[src/rtl/mpio_pkg.sv]
package mpio_pkg;

    localparam int NPORT       = 3;
    localparam int ADDR_W      = 3;
    localparam int DATA_W      = 8;
    localparam int LVL_W       = 2;
    localparam int NLINE       = 3;
    localparam int NGATE       = 3;
    localparam int BASE_CFG_W  = 1 + LVL_W;
    localparam int MODEM_CFG_W = BASE_CFG_W + NGATE;
    localparam int NREG        = 1 << ADDR_W;

    // Port index doubles as access priority: lower index wins.
    localparam int P_AUX   = 0;
    localparam int P_MODEM = 1;
    localparam int P_PAR   = 2;

    typedef struct packed {
        logic [NGATE-1:0] gate;
        logic [LVL_W-1:0] lvl;
        logic             en;
    } port_cfg_t;

    function automatic port_cfg_t unpack_cfg(input logic [MODEM_CFG_W-1:0] w);
        port_cfg_t c;
        c.en   = w[0];
        c.lvl  = w[LVL_W:1];
        c.gate = w[MODEM_CFG_W-1:BASE_CFG_W];
        return c;
    endfunction

    // Level code k (k>0) drives host line index k-1; code 0 drives nothing.
    function automatic logic [NLINE-1:0] lvl_to_lines(input logic [LVL_W-1:0] lvl);
        logic [NLINE-1:0] l;
        for (int k = 0; k < NLINE; k++) begin
            l[k] = (lvl == LVL_W'(k + 1));
        end
        return l;
    endfunction

endpackage

[src/rtl/mpio_cfg_latch.sv]
module mpio_cfg_latch
    import mpio_pkg::*;
(
    input  logic                  clk,
    input  logic                  rst,
    input  port_cfg_t [NPORT-1:0] cfg_in,
    output port_cfg_t [NPORT-1:0] cfg_q
);

    always_ff @(posedge clk) begin
        if (rst) begin
            cfg_q <= cfg_in;
        end
    end

endmodule

[src/rtl/mpio_select.sv]
module mpio_select
    import mpio_pkg::*;
(
    input  logic [NPORT-1:0] sel,
    input  logic [NPORT-1:0] en,
    input  logic             rd,
    input  logic             wr,
    output logic [NPORT-1:0] grant,
    output logic [NPORT-1:0] port_we,
    output logic [NPORT-1:0] port_re
);

    logic [NPORT-1:0] match;

    assign match = sel & en;

    always_comb begin
        logic taken;
        taken = 1'b0;
        for (int i = 0; i < NPORT; i++) begin
            grant[i] = match[i] & ~taken;
            taken    = taken | match[i];
        end
    end

    assign port_we = grant & {NPORT{wr}};
    assign port_re = grant & {NPORT{rd}};

endmodule

[src/rtl/mpio_reg_stub.sv]
module mpio_reg_stub
    import mpio_pkg::*;
(
    input  logic              clk,
    input  logic              rst,
    input  logic              we,
    input  logic [ADDR_W-1:0] addr,
    input  logic [DATA_W-1:0] wdata,
    output logic [DATA_W-1:0] rdata
);

    logic [DATA_W-1:0] regs [NREG];

    always_ff @(posedge clk) begin
        if (rst) begin
            for (int i = 0; i < NREG; i++) begin
                regs[i] <= '0;
            end
        end else if (we) begin
            regs[addr] <= wdata;
        end
    end

    assign rdata = regs[addr];

endmodule

[src/rtl/mpio_irq_router.sv]
module mpio_irq_router
    import mpio_pkg::*;
(
    input  logic                  clk,
    input  logic                  rst,
    input  port_cfg_t [NPORT-1:0] cfg,
    input  logic [NPORT-1:0]      req_raw,
    input  logic [NGATE-1:0]      modem_evt,
    output logic [NLINE-1:0]      host_irq
);

    logic [NPORT-1:0] req_eff;
    logic [NLINE-1:0] next_lines;

    generate
        for (genvar p = 0; p < NPORT; p++) begin : g_req
            if (p == P_MODEM) begin : g_gated
                assign req_eff[p] = cfg[p].en & |(modem_evt & cfg[p].gate);
            end else begin : g_plain
                assign req_eff[p] = cfg[p].en & req_raw[p];
            end
        end
    endgenerate

    always_comb begin
        next_lines = '0;
        for (int p = 0; p < NPORT; p++) begin
            if (req_eff[p]) begin
                next_lines = next_lines | lvl_to_lines(cfg[p].lvl);
            end
        end
    end

    always_ff @(posedge clk) begin
        if (rst) begin
            host_irq <= '0;
        end else begin
            host_irq <= next_lines;
        end
    end

endmodule

[src/rtl/mpio_router.sv]
module mpio_router
    import mpio_pkg::*;
(
    input  logic                   clk,
    input  logic                   rst,
    input  logic [BASE_CFG_W-1:0]  cfg_aux,
    input  logic [MODEM_CFG_W-1:0] cfg_modem,
    input  logic [BASE_CFG_W-1:0]  cfg_par,
    input  logic                   sel_aux,
    input  logic                   sel_modem,
    input  logic                   sel_par,
    input  logic [ADDR_W-1:0]      addr,
    input  logic                   rd,
    input  logic                   wr,
    input  logic [DATA_W-1:0]      wdata,
    output logic [DATA_W-1:0]      rdata,
    input  logic                   irq_aux,
    input  logic                   irq_par,
    input  logic                   modem_rx_rdy,
    input  logic                   modem_tx_rdy,
    input  logic                   modem_tx_empty,
    output logic [NLINE-1:0]       host_irq
);

    localparam int PAD_W = MODEM_CFG_W - BASE_CFG_W;

    port_cfg_t [NPORT-1:0] cfg_in;
    port_cfg_t [NPORT-1:0] cfg_q;
    logic [NPORT-1:0]      sel_vec;
    logic [NPORT-1:0]      port_en;
    logic [NPORT-1:0]      grant;
    logic [NPORT-1:0]      port_we;
    logic [NPORT-1:0]      port_re;
    logic [DATA_W-1:0]     stub_rdata [NPORT];
    logic [NPORT-1:0]      req_raw;

    always_comb begin
        cfg_in[P_AUX]   = unpack_cfg({{PAD_W{1'b0}}, cfg_aux});
        cfg_in[P_MODEM] = unpack_cfg(cfg_modem);
        cfg_in[P_PAR]   = unpack_cfg({{PAD_W{1'b0}}, cfg_par});
    end

    always_comb begin
        sel_vec          = '0;
        sel_vec[P_AUX]   = sel_aux;
        sel_vec[P_MODEM] = sel_modem;
        sel_vec[P_PAR]   = sel_par;
        req_raw          = '0;
        req_raw[P_AUX]   = irq_aux;
        req_raw[P_PAR]   = irq_par;
    end

    mpio_cfg_latch i_cfg (
        .clk    (clk),
        .rst    (rst),
        .cfg_in (cfg_in),
        .cfg_q  (cfg_q)
    );

    generate
        for (genvar p = 0; p < NPORT; p++) begin : g_en
            assign port_en[p] = cfg_q[p].en;
        end
    endgenerate

    mpio_select i_sel (
        .sel     (sel_vec),
        .en      (port_en),
        .rd      (rd),
        .wr      (wr),
        .grant   (grant),
        .port_we (port_we),
        .port_re (port_re)
    );

    generate
        for (genvar p = 0; p < NPORT; p++) begin : g_stub
            mpio_reg_stub i_stub (
                .clk   (clk),
                .rst   (rst),
                .we    (port_we[p]),
                .addr  (addr),
                .wdata (wdata),
                .rdata (stub_rdata[p])
            );
        end
    endgenerate

    always_comb begin
        rdata = '0;
        for (int p = 0; p < NPORT; p++) begin
            if (port_re[p]) begin
                rdata = rdata | stub_rdata[p];
            end
        end
    end

    mpio_irq_router i_irq (
        .clk       (clk),
        .rst       (rst),
        .cfg       (cfg_q),
        .req_raw   (req_raw),
        .modem_evt ({modem_tx_empty, modem_tx_rdy, modem_rx_rdy}),
        .host_irq  (host_irq)
    );

endmodule

[config.mk]
export PLATFORM = sky130hd
export DESIGN_NAME = mpio_router
export DESIGN_NICKNAME = d
export VERILOG_FILES = /design/src/rtl/mpio_pkg.sv /design/src/rtl/mpio_cfg_latch.sv /design/src/rtl/mpio_select.sv /design/src/rtl/mpio_reg_stub.sv /design/src/rtl/mpio_irq_router.sv /design/src/rtl/mpio_router.sv
export SDC_FILE = /design/constraint.sdc
export NUM_CORES = 1
export LEC_CHECK = 0
export BUFFER_PORTS_ARGS = -buffer_cell sky130_fd_sc_hd__buf_4
export CAP_MARGIN = 15
export CORE_MARGIN = 5
export CORE_UTILIZATION = 25
export DETAILED_ROUTE_END_ITERATION = 12
export GPL_TIMING_DRIVEN = 1
export PLACE_DENSITY = 0.5
export SETUP_SLACK_MARGIN = 0.5
export SYNTH_ARGS = -nofsm -noshare
export SYNTH_HDL_FRONTEND = slang
export SYNTH_SLANG_ARGS = --single-unit
[constraint.sdc]
create_clock -name clk -period 2.9 [get_ports clk]
set_input_delay 0.29 -clock clk [delete_from_list [all_inputs] [get_ports clk]]
set_output_delay 0.29 -clock clk [all_outputs]
set_load 0.05 [all_outputs]
# Word-level counts from Yosys, hierarchy flattened
# Memories as Yosys holds them, arrays and structs flattened.
# Cells that the tools add are included.
# totals
reg_bits	15
mem_bits_rw	192
inputBits	35
out_inout_bits	11
elab_cells	66
mem_count	3
# classes
n_eq_ne	9
n_mux	26
bitwise_logic	16
n_reduce_logical	4
# mem_list
memory	words	word_bits	read_ports	rd_ports_with_merged_regs	write_ports	line_no	rtl
g_stub[0].i_stub.regs	8	8	1	0	8	mpio_reg_stub.sv:12	logic [DATA_W-1:0] regs [NREG];
g_stub[1].i_stub.regs	8	8	1	0	8	mpio_reg_stub.sv:12	
g_stub[2].i_stub.regs	8	8	1	0	8	mpio_reg_stub.sv:12	
# ops
op	count
2-to-1 mux 8 bit	6
OR reduction 8 bit	3
2-to-1 mux 3 bit	6
bitwise OR 8 bit	2
2-to-1 mux 1 bit	14
AND 3 bit	4
== test 2 bit (second input constant)	6
== test 2 x 1 -> 1 bit (second input constant)	3
bitwise OR 3 bit	2
AND 1 bit	5
OR reduction 3 bit	1
NOT 1 bit	2
bitwise OR 1 bit	1

# Depth between registers and ports, before layout
# Gate-level depths: netlist (run 1).
# logic_depth
word_depth	10
depth_mapped	7
mapped_depth_nobuf	4

# Modules after synthesis
# Synthesis (run 1) repeated with hierarchy kept, for this count alone.
# unflattened
cells_unflattened	645
hier_area_um2	9863.2
# by_module_without_submodules
mod	n_inst	cells_per_inst	area_per_inst_um2	seq_area_each_um2
mpio_reg_stub	3	192	2979.1	1921.8
mpio_cfg_latch	1	18	540.5	540.5
mpio_irq_router	1	18	166.4	60.1
mpio_router	1	19	136.4	0.0
mpio_select	1	14	82.6	0.0

# Least setup slack after synthesis (run 1)
# Ideal clock, no wire load.
# synth_timing
path_kind	input to output
start	in addr[0]
end	out rdata[0]
arrival_ps	1934
required_ps	2610
setup_slack_ps	676
stages	6
n_path_buf	2
cell_sequence	buf_6 -> buf_4 -> or3b_1 -> a21oi_1 -> a211oi_1 -> o211ai_1
# synth_between
elab_chain_len	6
word_cells_on_any_way	8
classes_between	mux: 3; bitwise: 2; memory: 3
# synth_rtl
item	line_no	rtl
from (decl)	mpio_router.sv:12	input logic [ADDR_W-1:0] addr,
memory read (8 x 8 bit)	--	
2-to-1 mux 8 bit	mpio_router.sv:92	if (port_re[p]) begin
bitwise OR 8 bit	mpio_router.sv:93	rdata = rdata | stub_rdata[p];
2-to-1 mux 8 bit	mpio_router.sv:92	
bitwise OR 8 bit	mpio_router.sv:93	
2-to-1 mux 8 bit *	mpio_router.sv:92	
to (decl)	mpio_router.sv:16	output logic [DATA_W-1:0] rdata,
# Every way passes the cells marked *; elsewhere a longest branch is shown, timed or not.

# Worst setup path in the final report (run 1)
# layout_timing
start	reg, netlist name i_cfg.cfg_q[0]
end	out rdata[5]
# layout_between
elab_chain_len	7
word_cells_on_any_way	12
classes_between	mux: 3; bitwise: 9
# layout_rtl
item	line_no	rtl
AND 3 bit *	mpio_select.sv:15	assign match = sel & en;
AND 3 bit *	mpio_select.sv:27	assign port_re = grant & {NPORT{rd}};
2-to-1 mux 8 bit / AND 1 bit (equally long branches)	mpio_router.sv:92, mpio_select.sv:21	
bitwise OR 8 bit / AND 3 bit (equally long branches)	mpio_router.sv:93, mpio_select.sv:27	
2-to-1 mux 8 bit	mpio_router.sv:92	
bitwise OR 8 bit	mpio_router.sv:93	
2-to-1 mux 8 bit *	mpio_router.sv:92	
# Marks and branches as above.

==> results.md, run 1 <==
* Status: completed
* Startpoint types: flop
* Number of global-route vias before repair at 6098
* Htree depth at 1
* EDFF count, synth at 204
* Crit path from: i_cfg.cfg_q[0]$_DFFE_PP_
* Area grow syn2layout at 20.6%
* Vias/cell at 4.48
* WP data arrival at 2.19 ns
* Clock-pin transition on the worst setup and hold timing paths at 0.06 ns
* I/O Buffers at 45
* Final wirelength at 27200 um
* Min cycle time layout at 2.48 ns
* Final Hold Viols at 0
* Most common cell after layout, fill and taps aside: edfxtp_1
* Die X at 207 um
* Clk sinks at 207
* Core area at 38600 um^2
* Final HPWL DP at 18600 um
* RR Endpoint: g_stub[1].i_stub.regs[1][6]$_SDFFCE_PN0P_
* GR Overflow Total at 0
* Hold WS at 0.107 ns
* Post-Syn Area per Cell at 14.2 um^2
* Commonest non-fill, non-tap cells in the layout: edfxtp_1, and2_1, buf_4
* CP endpoint kind: output port
* Initial antenna violation count at 0
* IR drop worst, VDD at 0.000318 V
* Pwr dens at 596 nW/um^2
* Reg2Reg Depth at 5
* Yosys cell types at 50
* Initial core utilization at 25.2%
* IO Count at 46
* Share of layout cells above drive strength 1 at 23.6%
* CTS tree: done
* Worst slew margin at 57.2%
* Fill cells at 3912
* Syn nets at 719
* Transition time at the pin with the least slew margin at 0.640 ns
* Leak Pwr at 4.41 nW
* Ys Warns at 0
* DR iter-0 viols at 434
* Tcrit/Tclk final at 85.4%
* Seq/Total Area, Yosys at 63.7%
* Ys flop type: edfxtp_1
* RR Startpoint: i_cfg.cfg_q[0]$_DFFE_PP_
* Pre-Repair DR Iteration Count at 5
* Clk Latency, worst-skew pair at 0.51 ns
* Die H at 207 um
* Crit path max fanout at 4
* Row cnt at 72
* Max Fclk at 404 MHz
* MaxCap Viol Count at 0
* Tot GR Track Use at 12.4%
* Clock Skew at 0.0104 ns
* Hold Crit Class: input pin to flop
* Worst setup path endpoint: rdata[5]
* Vias at 5797
* Largest net degree at the start of global routing at 40
* Synthesis-stage register bit count at 207
* Setup tns final at 0 ns
* Area of the multi-input gates at 3370 um^2
* Worst path required time at 2.61 ns
* R2R Setup Slk at 0.59 ns
* Synth async-reset ratio at 0%
* RSZ-0062 raised after global routing: yes
* Max Slew Vio Count at 0
* Ant. Diodes at 0
* Post-route DRC at 0
* Die area at 42900 um^2
* Antenna viol nets, final at 0
* Netlist Area Pre-Place at 9720 um^2
* Nets at 795
* CTS buffer count at 23
* Root Buffer: clkbuf_16
* Mapped Cells at 684
* Placer Congestion at 0.852
* Register area at 6190 um^2
* Global-route wire length before repair at 40900 um
* Wirelength per Cell at 21.0 um
* Worst Path Class, Setup: flop to output port
* Final Setup Violations at 0
* Clock tree buffer depth at 3
report_power, final:
part           switching [mW]  internal [mW]  total, mW
sequential             0.0398           3.37       3.41
combinational           0.359          0.193      0.552
clock                    1.21           1.81       3.02
sequential cells by signal, summed over array words and instances (netlist names):
| register | count |
|---|---|
| g_stub.i_stub.regs | 192 |
| i_cfg.cfg_q | 12 |
| i_irq.host_irq | 3 |
through the flow:
stage	area [um^2]	setup slack [ns]	cells	util, %	power [mW]
finish	11700	0.425	1294	30.4	6.98
global route	11700	0.337	1294	30.4	7.22
CTS	11700	0.382	1294	30.3	7.04
detailed placement	10700	0.438	1239	27.9	4.01
global placement	10700	0.432	1239	27.9	4.01
floorplan	9720	0.676	684	-	3.77
cell families after synthesis:
group,synth area share (%)
simple gates,19.5
buf+inv,2.36
flops,63.7
mux,9.50
compound gates,5.02
critical path, stage by stage (launching register included):
cell,delay [ns]
edfxtp_1,0.54
a21boi_4,0.24
and3b_2,0.25
o211ai_1,0.13
o211ai_1,0.23
buf_4,0.27
what timing repair did:
| item | in CTS | in global routing |
|---|---|---|
| resized for setup | 9 | 12 |
| hold buffers | 12 | 0 |
| endpoints found under the setup margin | 8 | 8 |
| buffers inserted | 2 | 0 |
| pin swaps | 5 | 4 |
| endpoints found under the hold margin | 12 | 0 |
synthesized netlist by cell type, types with 2 or more instances:
master	count	area share, %
nor2b_1	6	0.39
buf_4	9	0.70
or3b_1	2	0.18
mux4_2	16	3.7
nor2_1	16	0.62
a211oi_1	2	0.15
o211ai_1	10	0.77
mux2_2	2	0.23
buf_6	3	0.35
inv_1	4	0.15
dfxtp_1	3	0.62
nand2_1	10	0.39
nor4_4	3	0.66
nor3_2	6	0.62
o2bb2ai_1	4	0.36
nand4_1	3	0.19
a222oi_1	2	0.21
or2_2	24	1.5
o22ai_1	2	0.13
a21oi_1	3	0.15
edfxtp_1	204	63
a31oi_1	4	0.26
and2_1	194	12
o21ai_0	4	0.21
a221oi_1	7	0.63
nand4b_1	2	0.18
and2b_1	2	0.15
clkbuf_1	20	0.77
a22oi_1	21	1.6
mux2i_1	54	5.6
nand3_1	15	0.77
nor2_2	3	0.19
buf_1	2	0.077
buf_2	6	0.31
worst min path at each step:
stage	start	to	slack, ns	cells after the start
after floorplan	cfg_aux[0]	i_cfg.cfg_q[0]$_DFFE_PP_	0.39	0
after global placement	cfg_modem[0]	i_cfg.cfg_q[6]$_DFFE_PP_	0.47	1
after detailed placement	cfg_modem[0]	i_cfg.cfg_q[6]$_DFFE_PP_	0.47	1
after CTS	irq_par	i_irq.host_irq[2]$_SDFF_PP0_	0.09	3
after global routing	irq_aux	i_irq.host_irq[1]$_SDFF_PP0_	0.10	3
final	irq_par	i_irq.host_irq[2]$_SDFF_PP0_	0.11	3
area by class of cell:
| cell class | instances | area share (%) |
|---|---|---|
| clock buffers | 26 | 5.01 |
| repair buffers | 91 | 6.29 |
| inverters | 4 | 0.128 |
| well taps | 518 | 5.53 |
| clock inverters | 15 | 1.55 |
| multi-input cells | 433 | 28.7 |
| flip-flops and latches | 207 | 52.8 |
layer usage:
layer	share of wire (%)	GRT usage, %
met1	44	16.9
met2	49	21.0
met5	0	0
met4	2.2	3.12
met3	4.5	1.95
No activity file was read; power rests on OpenSTA's default activity.
==> inputs of run 2 (changes only) <==
--- a/config.mk
+++ b/config.mk
@@ -12,6 +12,7 @@
 export DETAILED_ROUTE_END_ITERATION = 12
 export GPL_TIMING_DRIVEN = 1
 export PLACE_DENSITY = 0.5
+export REMOVE_ABC_BUFFERS = 1
 export SETUP_SLACK_MARGIN = 0.5
 export SYNTH_ARGS = -nofsm -noshare
 export SYNTH_HDL_FRONTEND = slang
==> results.md, run 2 (synthesis results as in run 1) <==
* Status: completed (unchanged)
* Tot GR Track Use at 12.5% (was 12.4%)
* Vias/cell at 4.53 (was 4.48)
* RR Endpoint: g_stub[0].i_stub.regs[1][2]$_SDFFCE_PN0P_ (was g_stub[1].i_stub.regs[1][6]$_SDFFCE_PN0P_)
* GR Overflow Total at 0 (unchanged)
* I/O Buffers at 45 (unchanged)
* Worst setup path endpoint: rdata[4] (was rdata[5])
* Clock-pin transition on the worst setup and hold timing paths at 0.06 ns (about the same)
* Worst Path Class, Setup: flop to output port (unchanged)
* Initial core utilization at 25.2% (unchanged)
* Pre-Repair DR Iteration Count at 7 (was 5)
* Leak Pwr at 4.39 nW (was 4.41 nW)
* Global-route wire length before repair at 41300 um (was 40900 um)
* Fin util at 30.4% (about the same)
* Worst path cell trace: mux4_2 -> mux2i_4 -> o22ai_2 -> a21o_1 -> buf_6 (was a21boi_4 -> and3b_2 -> o211ai_1 -> o211ai_1 -> buf_4)
* IO Count at 46 (unchanged)
* Clk sinks at 207 (unchanged)
* Commonest non-fill, non-tap cells in the layout: edfxtp_1, and2_1, buf_4 (unchanged)
* Final Setup Violations at 0 (unchanged)
* Final WS setup at 0.511 ns (was 0.425 ns)
* Slowest stage delay, CP at 0.51 ns (was 0.54 ns)
* Hold Crit Class: input pin to flop (unchanged)
* Post-route DRC at 0 (unchanged)
* Largest regs: g_stub.i_stub.regs (192), i_cfg.cfg_q (12), i_irq.host_irq (3) (unchanged)
* Placer Congestion at 0.839 (was 0.852)
* Crit path max fanout at 1 (was 4)
* Clock tree buffer depth at 3 (unchanged)
* Worst path required time at 2.61 ns (about the same)
* Worst slew margin at 53.6% (was 57.2%)
* Startpoint types: flop (unchanged)
* RSZ-0062 raised after global routing: yes (unchanged)
* Setup tns final at 0 ns (unchanged)
* IR drop worst, VDD at 0.000414 V (was 0.000318 V)
* CP top delay family: multiplexers (was compound AO/OA/AOI/OAI gates)
* Root Buffer: clkbuf_16 (unchanged)
* Ant. Diodes at 0 (unchanged)
* Die X at 207 um (unchanged)
* Min cycle time layout at 2.39 ns (was 2.48 ns)
* Largest register FFs at 192 (unchanged)
* Top reg by flops: g_stub.i_stub.regs (unchanged)
* Slowest CP cell: mux4_2 (was edfxtp_1)
* Clock Skew at 0.00958 ns (was 0.0104 ns)
* Tcrit/Tclk final at 82.4% (was 85.4%)
* Nets at 793 (was 795)
* CTS buffer count at 24 (was 23)
* Transition time at the pin with the least slew margin at 0.692 ns (was 0.640 ns)
* Area grow syn2layout at 20.6% (about the same)
* Share of layout cells above drive strength 1 at 22.8% (was 23.6%)
* Area of the multi-input gates at 3380 um^2 (was 3370 um^2)
* CTS tree: done (unchanged)
* Final HPWL DP at 18200 um (was 18600 um)
* Clk Latency, worst-skew pair at 0.51 ns (about the same)
* Worst Path Buf+Inv at 1 (unchanged)
* Vias at 5853 (was 5797)
* Antenna viol nets, final at 0 (unchanged)
* Pre-CTS WS at 0.409 ns (was 0.438 ns)
* CP endpoint kind: output port (unchanged)
* Max Fclk at 419 MHz (was 404 MHz)
* Pwr dens at 598 nW/um^2 (was 596 nW/um^2)
* Htree depth at 1 (unchanged)
* Fill cells at 3878 (was 3912)
* Final Hold Viols at 0 (unchanged)
* WP data arrival at 2.10 ns (was 2.19 ns)
* Final wirelength at 27400 um (was 27200 um)
* RR Startpoint: i_cfg.cfg_q[0]$_DFFE_PP_ (unchanged)
* Core area at 38600 um^2 (unchanged)
* MaxCap Viol Count at 0 (unchanged)
* Number of global-route vias before repair at 6182 (was 6098)
* Largest net degree at the start of global routing at 40 (unchanged)
* R2R Setup Slk at 0.67 ns (was 0.59 ns)
* Max Slew Vio Count at 0 (unchanged)
* Most common cell after layout, fill and taps aside: edfxtp_1 (unchanged)
* Die H at 207 um (unchanged)
* WP depth at 5 (unchanged)
* Register area at 6190 um^2 (unchanged)
* Die area at 42900 um^2 (unchanged)
* Reg2Reg Depth at 5 (unchanged)
* Crit path from: g_stub[1].i_stub.regs[1][4]$_SDFFCE_PN0P_ (was i_cfg.cfg_q[0]$_DFFE_PP_)
* DR iter-0 viols at 700 (was 434)
* Wirelength per Cell at 21.2 um (was 21.0 um)
* Row cnt at 72 (unchanged)
* Initial antenna violation count at 1 (was 0)
run 2: cell count changes in the layout (fill, tap and decap cells not counted), moves of 2 or more:
cell       change
clkbuf_1       +3
mux2i_1        -2
o21ai_1        -2
buf_4          -3
a221oi_2       -2
mux2i_4        +3
o21ai_0        +2
clkbuf_16      +2
a221oi_1       +2
run 2: report_power, final:
part | internal, mW | total (mW) | switching (mW)
sequential | 3.37 | 3.41 | 0.0366
combinational | 0.193 | 0.557 | 0.364
clock | 1.84 | 3.04 | 1.20
run 2: how the worst min path moves through the flow:
stage	startpoint	end	slack [ns]	cells past startpoint
global route	irq_par	i_irq.host_irq[2]$_SDFF_PP0_	0.1	3
floorplan	rst	i_irq.host_irq[1]$_SDFF_PP0_	0.36	1
detailed placement	cfg_aux[1]	i_cfg.cfg_q[1]$_DFFE_PP_	0.47	1
finish	irq_par	i_irq.host_irq[2]$_SDFF_PP0_	0.09	3
global placement	cfg_par[0]	i_cfg.cfg_q[12]$_DFFE_PP_	0.47	1
CTS	irq_par	i_irq.host_irq[2]$_SDFF_PP0_	0.07	3
run 2: repair_timing:
item,4_1_cts,5_1_grt
pin swaps,1,1
hold endpoints to repair,12,0
buffers inserted,2,1
gates resized for setup,14,7
hold buffers,12,0
setup endpoints to repair,8,7
run 2: area by class of cell:
cell class	count	share of cell area (%)
timing repair buffer	88	6.02
inverter	4	0.128
clock buffer	31	5.53
multi-input combinational	433	28.9
clock inverter	12	1.14
tap	518	5.53
sequential	207	52.8
run 2: worst reg2reg max path: cells and delay by family (launching register included):
kind,cells,cell delay [ns]
simple gates,3,1.24
flops,1,0.41
buf+inv,2,0.26
run 2: routing by layer:
| layer | vias to the layer above | wire, um | GRT usage [%] |
|---|---|---|---|
| li1 | 2683 | - | - |
| met1 | 2924 | 12200 | 17.4 |
| met2 | 208 | 12900 | 20.5 |
| met3 | 38 | 1830 | 2.71 |
| met4 | 0 | 494 | 2.46 |
| met5 | - | 0 | 0 |
run 2: through the flow:
step | hold WS (ns) | power [mW] | instance area [um^2] | cells
floorplan | 0.359 | 3.70 | 9500 | 644
global placement | 0.470 | 3.99 | 10700 | 1235
detailed placement | 0.470 | 4.00 | 10700 | 1235
CTS | 0.0734 | 7.07 | 11700 | 1292
global route | 0.0959 | 7.23 | 11700 | 1293
finish | 0.0893 | 7.01 | 11700 | 1293
